## src/rtl/i2c_target.sv

```systemverilog
module i2c_target #(
  parameter int SYNC_STAGES = 2
) (
  input  logic       clk,
  input  logic       rst_n,
  input  logic       scl_i,
  input  logic       sda_i,
  input  logic [6:0] dev_addr,
  output logic       scl_oe,
  output logic       sda_oe,
  output logic [7:0] wr_data,
  output logic       wr_valid,
  output logic       rd_req,
  input  logic [7:0] rd_data,
  input  logic       rd_valid
);

  typedef enum logic [3:0] {
    ST_IDLE, ST_ADDR, ST_ADDR_ACK, ST_WR, ST_WR_ACK,
    ST_RD_WAIT, ST_RD, ST_RD_ACK, ST_SKIP
  } state_t;

  logic [SYNC_STAGES-1:0] scl_pipe, sda_pipe;
  logic scl_d, sda_d;
  state_t st;
  logic [3:0] cnt;
  logic [7:0] shreg;
  logic rw_q;

  wire scl_s = scl_pipe[SYNC_STAGES-1];
  wire sda_s = sda_pipe[SYNC_STAGES-1];

  always_ff @(posedge clk or negedge rst_n) begin
    if (!rst_n) begin
      scl_pipe <= '1;
      sda_pipe <= '1;
      scl_d    <= 1'b1;
      sda_d    <= 1'b1;
    end else begin
      scl_pipe <= {scl_pipe[SYNC_STAGES-2:0], scl_i};
      sda_pipe <= {sda_pipe[SYNC_STAGES-2:0], sda_i};
      scl_d    <= scl_s;
      sda_d    <= sda_s;
    end
  end

  wire scl_rise = scl_s & ~scl_d;
  wire scl_fall = ~scl_s & scl_d;
  wire start_c  = scl_s & scl_d & sda_d & ~sda_s;
  wire stop_c   = scl_s & scl_d & ~sda_d & sda_s;
  wire addr_ok  = (dev_addr[6:3] != 4'b0000) && (dev_addr[6:3] != 4'b1111);
  wire match    = addr_ok && (shreg[7:1] == dev_addr);
  wire byte_end = scl_fall && (cnt == 4'd8);

  assign scl_oe = (st == ST_RD_WAIT);
  assign rd_req = (st == ST_RD_WAIT);

  always_ff @(posedge clk or negedge rst_n) begin
    if (!rst_n) begin
      st       <= ST_IDLE;
      cnt      <= '0;
      shreg    <= '0;
      rw_q     <= 1'b0;
      sda_oe   <= 1'b0;
      wr_data  <= '0;
      wr_valid <= 1'b0;
    end else begin
      wr_valid <= 1'b0;
      if (start_c) begin
        st     <= ST_ADDR;
        cnt    <= '0;
        sda_oe <= 1'b0;
      end else if (stop_c) begin
        st     <= ST_IDLE;
        sda_oe <= 1'b0;
      end else begin
        case (st)
          ST_ADDR, ST_WR: begin
            if (scl_rise) begin
              shreg <= {shreg[6:0], sda_s};
              cnt   <= cnt + 4'd1;
            end else if (byte_end) begin
              if (st == ST_WR) begin
                sda_oe   <= 1'b1;
                wr_data  <= shreg;
                wr_valid <= 1'b1;
                st       <= ST_WR_ACK;
              end else if (match) begin
                sda_oe <= 1'b1;
                rw_q   <= shreg[0];
                st     <= ST_ADDR_ACK;
              end else begin
                st <= ST_SKIP;
              end
            end
          end
          ST_ADDR_ACK, ST_WR_ACK: begin
            if (scl_fall) begin
              sda_oe <= 1'b0;
              cnt    <= '0;
              st     <= (st == ST_ADDR_ACK && rw_q) ? ST_RD_WAIT : ST_WR;
            end
          end
          ST_RD_WAIT: begin
            if (rd_valid) begin
              shreg  <= rd_data;
              sda_oe <= ~rd_data[7];
              cnt    <= '0;
              st     <= ST_RD;
            end
          end
          ST_RD: begin
            if (scl_rise) begin
              shreg <= {shreg[6:0], 1'b0};
              cnt   <= cnt + 4'd1;
            end else if (byte_end) begin
              sda_oe <= 1'b0;
              st     <= ST_RD_ACK;
            end else if (scl_fall) begin
              sda_oe <= ~shreg[7];
            end
          end
          ST_RD_ACK: begin
            if (scl_rise && sda_s) st <= ST_SKIP;
            else if (scl_fall)     st <= ST_RD_WAIT;
          end
          default: ;
        endcase
      end
    end
  end

endmodule


```

## config.mk

```make
export PLATFORM = sky130hd
export DESIGN_NAME = i2c_target
export DESIGN_NICKNAME = d
export VERILOG_FILES = /design/src/rtl/i2c_target.sv
export SDC_FILE = /design/constraint.sdc
export NUM_CORES = 1
export LEC_CHECK = 0
export CORE_MARGIN = 3
export CORE_UTILIZATION = 45
export CTS_CLUSTER_SIZE = 16
export DETAILED_ROUTE_END_ITERATION = 8
export PLACE_DENSITY_LB_ADDON = 0.3
export SLEW_MARGIN = 20
export SYNTH_ARGS = -nofsm -noshare
export SYNTH_HDL_FRONTEND = slang
export SYNTH_SLANG_ARGS = --single-unit
```

## constraint.sdc

```tcl
create_clock -name clk -period 6.4 [get_ports clk]
set_clock_uncertainty 0.2 [all_clocks]
set_input_delay 0.64 -clock clk [delete_from_list [all_inputs] [get_ports clk]]
set_output_delay 0.64 -clock clk [all_outputs]
set_load 0.01 [all_outputs]
```

-- Yosys cells after proc, flatten, opt, wreduce, memory -nomap -nowiden
Index checks and enable logic that the tools add are counted.
- register bits after elaboration: 33
- input bits: 20
- output and inout port bits: 12
- logic and storage cells: 116
- $add $sub $neg: 1
- equal/unequal tests: 26
- muxes and demuxes: 42
- bitwise gates (word level): 17
- reductions and logical operators: 19
- operators by type and width (operator ; number):
    $mux 4 ; 17
    $mux 8 ; 3
    $ne 4x4->1 const B ; 6
    $pmux 8 s3 ; 1
    $pmux 4 s5 ; 1
    $mux 1 ; 17
    $eq 4x3->1 const B ; 4
    $reduce_and 8->1 ; 2
    $ne 5x5->1 const B ; 3
    $pmux 4 s3 ; 1
    $reduce_and 6->1 ; 2
    $not 1->1 ; 10
    $eq 4x2->1 const B ; 2
    $reduce_bool 4->1 ; 2
    $and 1x1->1 ; 7
    $eq 7x7->1 ; 1
    $reduce_and 7->1 ; 1
    $reduce_bool 7->1 ; 1
    $ne 2x2->1 const B ; 3
    $ne 3x1->1 const B ; 2
    $reduce_bool 6->1 ; 1
    $logic_and 1x1->1 ; 5
    $reduce_and 5->1 ; 1
    $add 4x1->4 const B ; 1
    10 further kinds ; 11

-- Logic depth before layout (Yosys ltp)
Gate-level depths: netlist of the first run.
- depth in word-level cells: 10
- mapped depth: 9
- depth with buffers taken out: 8

-- Worst setup path before layout of the first run
Ideal clock, no wire load.
- path kind: reg-to-reg
- start point: reg sda_pipe[1]
- end point: reg wr_data[0]
- library setup time: 0.125 ns
- arrival: 2.044 ns
- required time: 6.075 ns
- slack: 4.031 ns
- cell stages (with the launch flop): 7
- buffers on the path: 1
- clock period less this slack: 2.369 ns
- cell sequence: dfstp_2 -> buf_6 -> xnor2_2 -> nor2_2 -> or3_4 -> nor4b_4 -> mux2_2
- cells in the longest elaborated chain, start to end: 4
- elaborated cells between the ends (all ways): 6
- those cells by class: 5 x bitwise; 1 x reduce/logical
- ends and longest elaborated chain (what ; line ; RTL):
    start: declaration ; 23 ; logic [SYNC_STAGES-1:0] scl_pipe, sda_pipe;
    start signal: assignment ; 41 ; sda_pipe <= {sda_pipe[SYNC_STAGES-2:0], sda_i};
    $not 1->1 ; 49 ; wire start_c = scl_s & scl_d & sda_d & ~sda_s;
    $and 1x1->1 ; 49 ;
    $not 1->1 (no source line) ; -- ;
    $reduce_and 6->1 (no source line) * ; -- ;
    end signal: assignment ; 85 ; wr_data <= shreg;
    end: declaration ; 11 ; output logic [7:0] wr_data,
Mark *: on every way between the ends. The rest lies on a longest branch, timed or not.
A chain may end at the register's enable or synchronous reset.

-- Worst setup path after layout of the first run
- start point: reg st[2]
- end point: out scl_oe
- cells in the longest elaborated chain, start to end: 1
- ends and longest elaborated chain (what ; line ; RTL):
    start: declaration ; 25 ; state_t st;
    start signal: assignment ; 101 ; st <= (st == ST_ADDR_ACK && rw_q) ? ST_RD_WAIT : ST_WR;
    $eq 4x3->1 ; 55 ; assign scl_oe = (st == ST_RD_WAIT);
    end: declaration ; 9 ; output logic scl_oe,
No other way between the ends.

==> results_dict.tcl, run 1 <==
set metrics [dict create \
    wl_per_cell_um 15.15 \
    syn_area_um2 1896 \
    path_clk_slew_ns 0.06 \
    cp.required_ns 5.56 \
    max_stage_delay_ns 0.80 \
    path_max_fanout 18 \
    area_delta_synth_final_pct 21.06 \
    ys_seq_area_share_pct 43.96 \
    crit_chain "nor2b_1, nor3b_2, clkdlybuf4s50_1" \
    initial_utilization_pct 49.19 \
    die_y_um 70.90 \
    yosys_warnings 0 \
    setup_slack_ns 2.810 \
    drive_gt1_share_pct 13.00 \
    cts_buffers 5 \
    ios 32 \
    synth_ff_type "dfrtp_1" \
    core_area_um2 3854 \
    synth_top_area_share_pct 35.64 \
    diodes 0 \
    drt_iter0_drc 150 \
    max-cap-violations 0 \
    drt_pass1_iterations 4 \
    hold_buffers 0 \
    tightest_slew_ns 0.9548 \
    clockBufferDepth 2 \
    synthTopCellsByArea "dfrtp_1 (36%), dfstp_2 (8.3%), mux2_2 (5.3%)" \
    grt_pass1_wl_um 6900 \
    synth-edff-count 0 \
    synth_top_cells_by_count "dfrtp_1 (27), nor2_1 (24), nand2_1 (16), a21oi_1 (12)" \
    fin_nets 244 \
    synth_fp_nets 217 \
    ys_types 54 \
    port_buffers 31 \
    die_w_um 70.90 \
    h-tree-depth 2 \
    synthArstFlopShare_pct 100.0 \
    vias_per_cell 5.782 \
    cellPowerDensity_nw_per_um2 272.1 \
    min_path_type "register to register" \
    fin_crit_sh_pct 56.09 \
    clock_latency_ns 0.28 \
    post_cts_buffers 0 \
    fillCellCount 333 \
    status "completed" \
    finalInstanceArea_um2 2295 \
    totalWireLength_um 4107 \
    gp_congestion 0.8146 \
    ys_ff_latch 33 \
    hold_viol 0 \
    vias 1567 \
    yosys.area.top_type "dfrtp_1" \
    stdcell_count 271 \
    grt_pass1_vias 1471 \
    maxSlewViolCount 0 \
    die_area_um2 5027 \
    finalSetupViolCount 0 \
    clock_sinks 33 \
    track_usage_pct 17.65 \
    period_minus_slack_ns 3.590 \
    postLayoutCoreUtil_pct 59.55 \
    min_path_cells 0 \
    p_leak_nw 0.9462 \
    route.antenna.remaining_nets 0 \
    cts_root_buffer "clkbuf_8" \
    drc 0 \
    core.rowCount 22 \
    cp.arrival_ns 2.75 \
    avgSynthCellArea_um2 9.721 \
    finalSetupTns_ns 0 \
    max_slew_margin_pct 36.07 \
    cts_resized 0 \
    reg2reg_depth 6 \
    grt_max_degree 34 \
    endpoint_kind "primary output" \
    ir_drop_uv 166.1 \
    synth_most_common_cell "dfrtp_1" \
    place_ws_ns 3.161 \
    critPathKind "register to primary output" \
    start_kind "register" \
    dp.cells 263 \
    cts_tree "built" \
    antenna_found_initial 0 \
    post-dp-hpwl_um 2996 \
    max_clock_freq_mhz 278.5 \
    syn_inst 195 \
    overflow 0 \
    critPathSlowestCell "nor3b_2" \
    p_total_uw 624.3 \
    whs_ns 0.1547 \
    rsz0062_at_grt "false" \
    dpl_cell_area_um2 2213 \
]
sequential cells by signal, summed over array words and instances, names as in the netlist:
name / cells
scl_d: 1
cnt: 4
wr_data: 8
shreg: 8
sda_oe: 1
scl_pipe: 2
st: 4
wr_valid: 1
rw_q: 1
sda_d: 1
sda_pipe: 2
critical path, delay by kind of cell (launching register included):
kind | cells | cell delay (ns)
flops | 1 | 0.71
simple gates | 2 | 1.05
buf+inv | 1 | 0.70
cells by family after synthesis:
group                    synth area share [%]
AND/OR/NAND/NOR                         20.07
flip-flops                              43.96
multiplexers                            10.63
XOR/XNOR                                4.093
adder cells (fa/ha/maj)                 1.320
buffers and inverters                   4.422
AO/OA/AOI/OAI                           15.51
cell type report:
type                       count  area (um^2)  area share [%]
clock inverter                 1        5.005          0.2181
clock buffer                   7        76.32           3.326
sequential                    33        833.3           36.31
timing repair buffer          32        317.8           13.85
tap                           48        60.06           2.617
inverter                       5        18.77          0.8179
multi-input combinational    145        983.4           42.86
metal layers:
| layer | track usage [%] | share of wire [%] | vias to the layer above |
|---|---|---|---|
| li1 | - | - | 748 |
| met1 | 23.36 | 46 | 750 |
| met2 | 26.26 | 46 | 61 |
| met3 | 6.392 | 6.7 | 8 |
| met4 | 7.098 | 1.7 | 0 |
| met5 | 0 | 0 | - |
report_power, final:
group	internal (mW)	switching (mW)	total, mW
Combinational	0.0858	0.0854	0.171
Sequential	0.250	0.0561	0.306
Clock	0.0762	0.0709	0.147
Total	0.412	0.212	0.624
placed cells by master, fill, tap and decap left out, types with 2 or more instances in the layout:
| cell | count |
|---|---|
| a21oi_1 | 12 |
| nor2b_1 | 4 |
| a21o_1 | 3 |
| nand4_1 | 2 |
| o211a_1 | 2 |
| ha_1 | 2 |
| nor3b_1 | 3 |
| mux2_2 | 9 |
| nand2b_1 | 2 |
| nor3_1 | 3 |
| mux2i_1 | 10 |
| xnor2_1 | 6 |
| nor2_1 | 24 |
| dfrtp_1 | 27 |
| or3_1 | 2 |
| inv_1 | 5 |
| dfstp_2 | 6 |
| o21ai_0 | 10 |
| nand2_1 | 16 |
| a32o_1 | 2 |
| clkbuf_1 | 2 |
| clkbuf_8 | 5 |
| nand3_1 | 3 |
| clkdlybuf4s50_1 | 31 |
| or4_1 | 2 |
final timing paths:
path	start	endpoint	slack, ns
min in group asynchronous	rst_n	st[0]	0.56
hold reg to reg	sda_pipe[0]	sda_pipe[1]	0.15
max in group asynchronous	rst_n	sda_pipe[0]	5.10
setup / recovery	st[2]	scl_oe	2.81
setup reg to reg	st[2]	shreg[2]	3.12
hold / removal	sda_pipe[0]	sda_pipe[1]	0.15
No activity file was read; power rests on OpenSTA's default activity.
==> inputs of run 2 (changes only) <==
clock period = 3.5 ns   (was 6.4 ns; I/O delays follow)
==> run 2 against run 1 <==
Total power up 97%. Clock power up 150%. Count of clock-buffer cells in the layout down 2. Combinational power up 81%. Die area unchanged. Cell area up 1.8%. Via count down 2.2%. Critical path depth up 1. Critical path type unchanged. Critical endpoint unchanged. Largest cell class unchanged. Largest power group unchanged.
==> results_dict.tcl, run 2 (synthesis gave the netlist of run 1 again) <==
set metrics [dict create \
    clockBufferDepth 2 \
    overflow 0 \
    area_delta_synth_final_pct 23.23 \
    post_cts_buffers 0 \
    ios 32 \
    ir_drop_uv 289.6 \
    antenna_found_initial 0 \
    mostFrequentLayoutCells "clkdlybuf4s50_1 (31), dfrtp_1 (27), nor2_1 (24)" \
    largestRegisters "shreg (8), wr_data (8)" \
    finalSetupViolCount 0 \
    wl_per_cell_um 15.18 \
    fin_crit_sh_pct 81.27 \
    clock_latency_ns 0.29 \
    totalWireLength_um 4129 \
    core.rowCount 22 \
    h-tree-depth 2 \
    rsz0062_at_grt "false" \
    die_y_um 70.90 \
    max_clock_freq_mhz 351.6 \
    cts_resized 0 \
    route.antenna.remaining_nets 0 \
    period_minus_slack_ns 2.844 \
    hold_viol 0 \
    drt_iter0_drc 118 \
    cpLargestDelayFamily "buffers and inverters" \
    cts_tree "built" \
    gp_congestion 0.8515 \
    drive_gt1_share_pct 14.29 \
    setup_slack_ns 0.6555 \
    min_path_type "register to register" \
    initial_utilization_pct 49.19 \
    maxSlewViolCount 0 \
    finalInstanceArea_um2 2336 \
    cp.arrival_ns 2.29 \
    grt_pass1_vias 1538 \
    cellPowerDensity_nw_per_um2 526.6 \
    grt_pass1_wl_um 7224 \
    max_stage_delay_ns 0.71 \
    finalSetupTns_ns 0 \
    grt_max_degree 34 \
    drt_pass1_iterations 4 \
    vias_per_cell 5.636 \
    cp.required_ns 2.95 \
    vias 1533 \
    dpl_cell_area_um2 2221 \
    fin_nets 245 \
    post-dp-hpwl_um 2996 \
    critPathBufInv 2 \
    max_slew_margin_pct 39.54 \
    clock_sinks 33 \
    core_area_um2 3854 \
    die_area_um2 5027 \
    track_usage_pct 17.83 \
    max-cap-violations 0 \
    port_buffers 31 \
    path_clk_slew_ns 0.07 \
    crit_chain "nor2b_1, nor3b_2, buf_4, clkdlybuf4s50_1" \
    drc 0 \
    cts_buffers 5 \
    cts_root_buffer "clkbuf_8" \
    critPathSlowestCell "dfrtp_1" \
    path_max_fanout 18 \
    critPathKind "register to primary output" \
    start_kind "register" \
    status "completed" \
    place_ws_ns 0.8206 \
    hold_buffers 0 \
    layout_commonest_cell "clkdlybuf4s50_1" \
    p_leak_nw 0.9638 \
    die_w_um 70.90 \
    diodes 0 \
    tightest_slew_ns 0.9020 \
    endpoint_kind "primary output" \
]
run 2: worst register-to-register path: cells and delay by family, from the launching register on:
family	cells	cell delay, ns
compound gates	2	0.28
flops	1	0.71
buf+inv	1	0.24
simple gates	3	1.16
run 2: stage by stage:
stage | hold slack [ns] | utilization (%) | cells | power (mW)
2_1_floorplan | -0.1456 | - | 195 | 0.7704
6_report | 0.1587 | 60.62 | 272 | 1.230
3_3_place_gp | 0.1454 | 57.63 | 264 | 0.8657
4_1_cts | 0.1597 | 60.62 | 272 | 1.240
3_5_place_dp | 0.1488 | 57.63 | 264 | 0.8720
5_1_grt | 0.1650 | 60.62 | 272 | 1.314
run 2: where the power goes:
group	total, mW	internal (mW)	leakage [nW]	switching, mW
clock	0.363	0.213	0.0543	0.151
sequential	0.557	0.457	0.411	0.101
combinational	0.309	0.157	0.498	0.152
total	1.23	0.827	0.964	0.403
run 2: path summary, 6_finish.rpt:
kind / to / cells past startpoint / slack [ns] / from
max: scl_oe / 4 / 0.66 / st[2]
max in group asynchronous: sda_d / 2 / 2.51 / rst_n
min: scl_pipe[1] / 0 / 0.16 / scl_pipe[0]
min reg2reg: scl_pipe[1] / 0 / 0.16 / scl_pipe[0]
max reg2reg: shreg[1] / 6 / 0.74 / st[2]
min in group asynchronous: sda_oe / 2 / 0.26 / rst_n
run 2: final cells by class:
type / count / area (um^2)
flip-flops and latches: 33 / 833.3
clock buffers: 5 / 68.82
repair buffers: 33 / 325.3
well taps: 48 / 60.06
multi-input cells: 145 / 983.4
clock inverters: 3 / 46.29
inverters: 5 / 18.77
fillers: 320 / 1518
run 2: metal layers:
| metal | routed length [um] | track usage, % | share of wire, % |
|---|---|---|---|
| met1 | 1921 | 25.41 | 47 |
| met2 | 1936 | 26.88 | 47 |
| met3 | 224 | 3.835 | 5.4 |
| met4 | 46 | 6.263 | 1.1 |
| met5 | 0 | 0 | 0 |
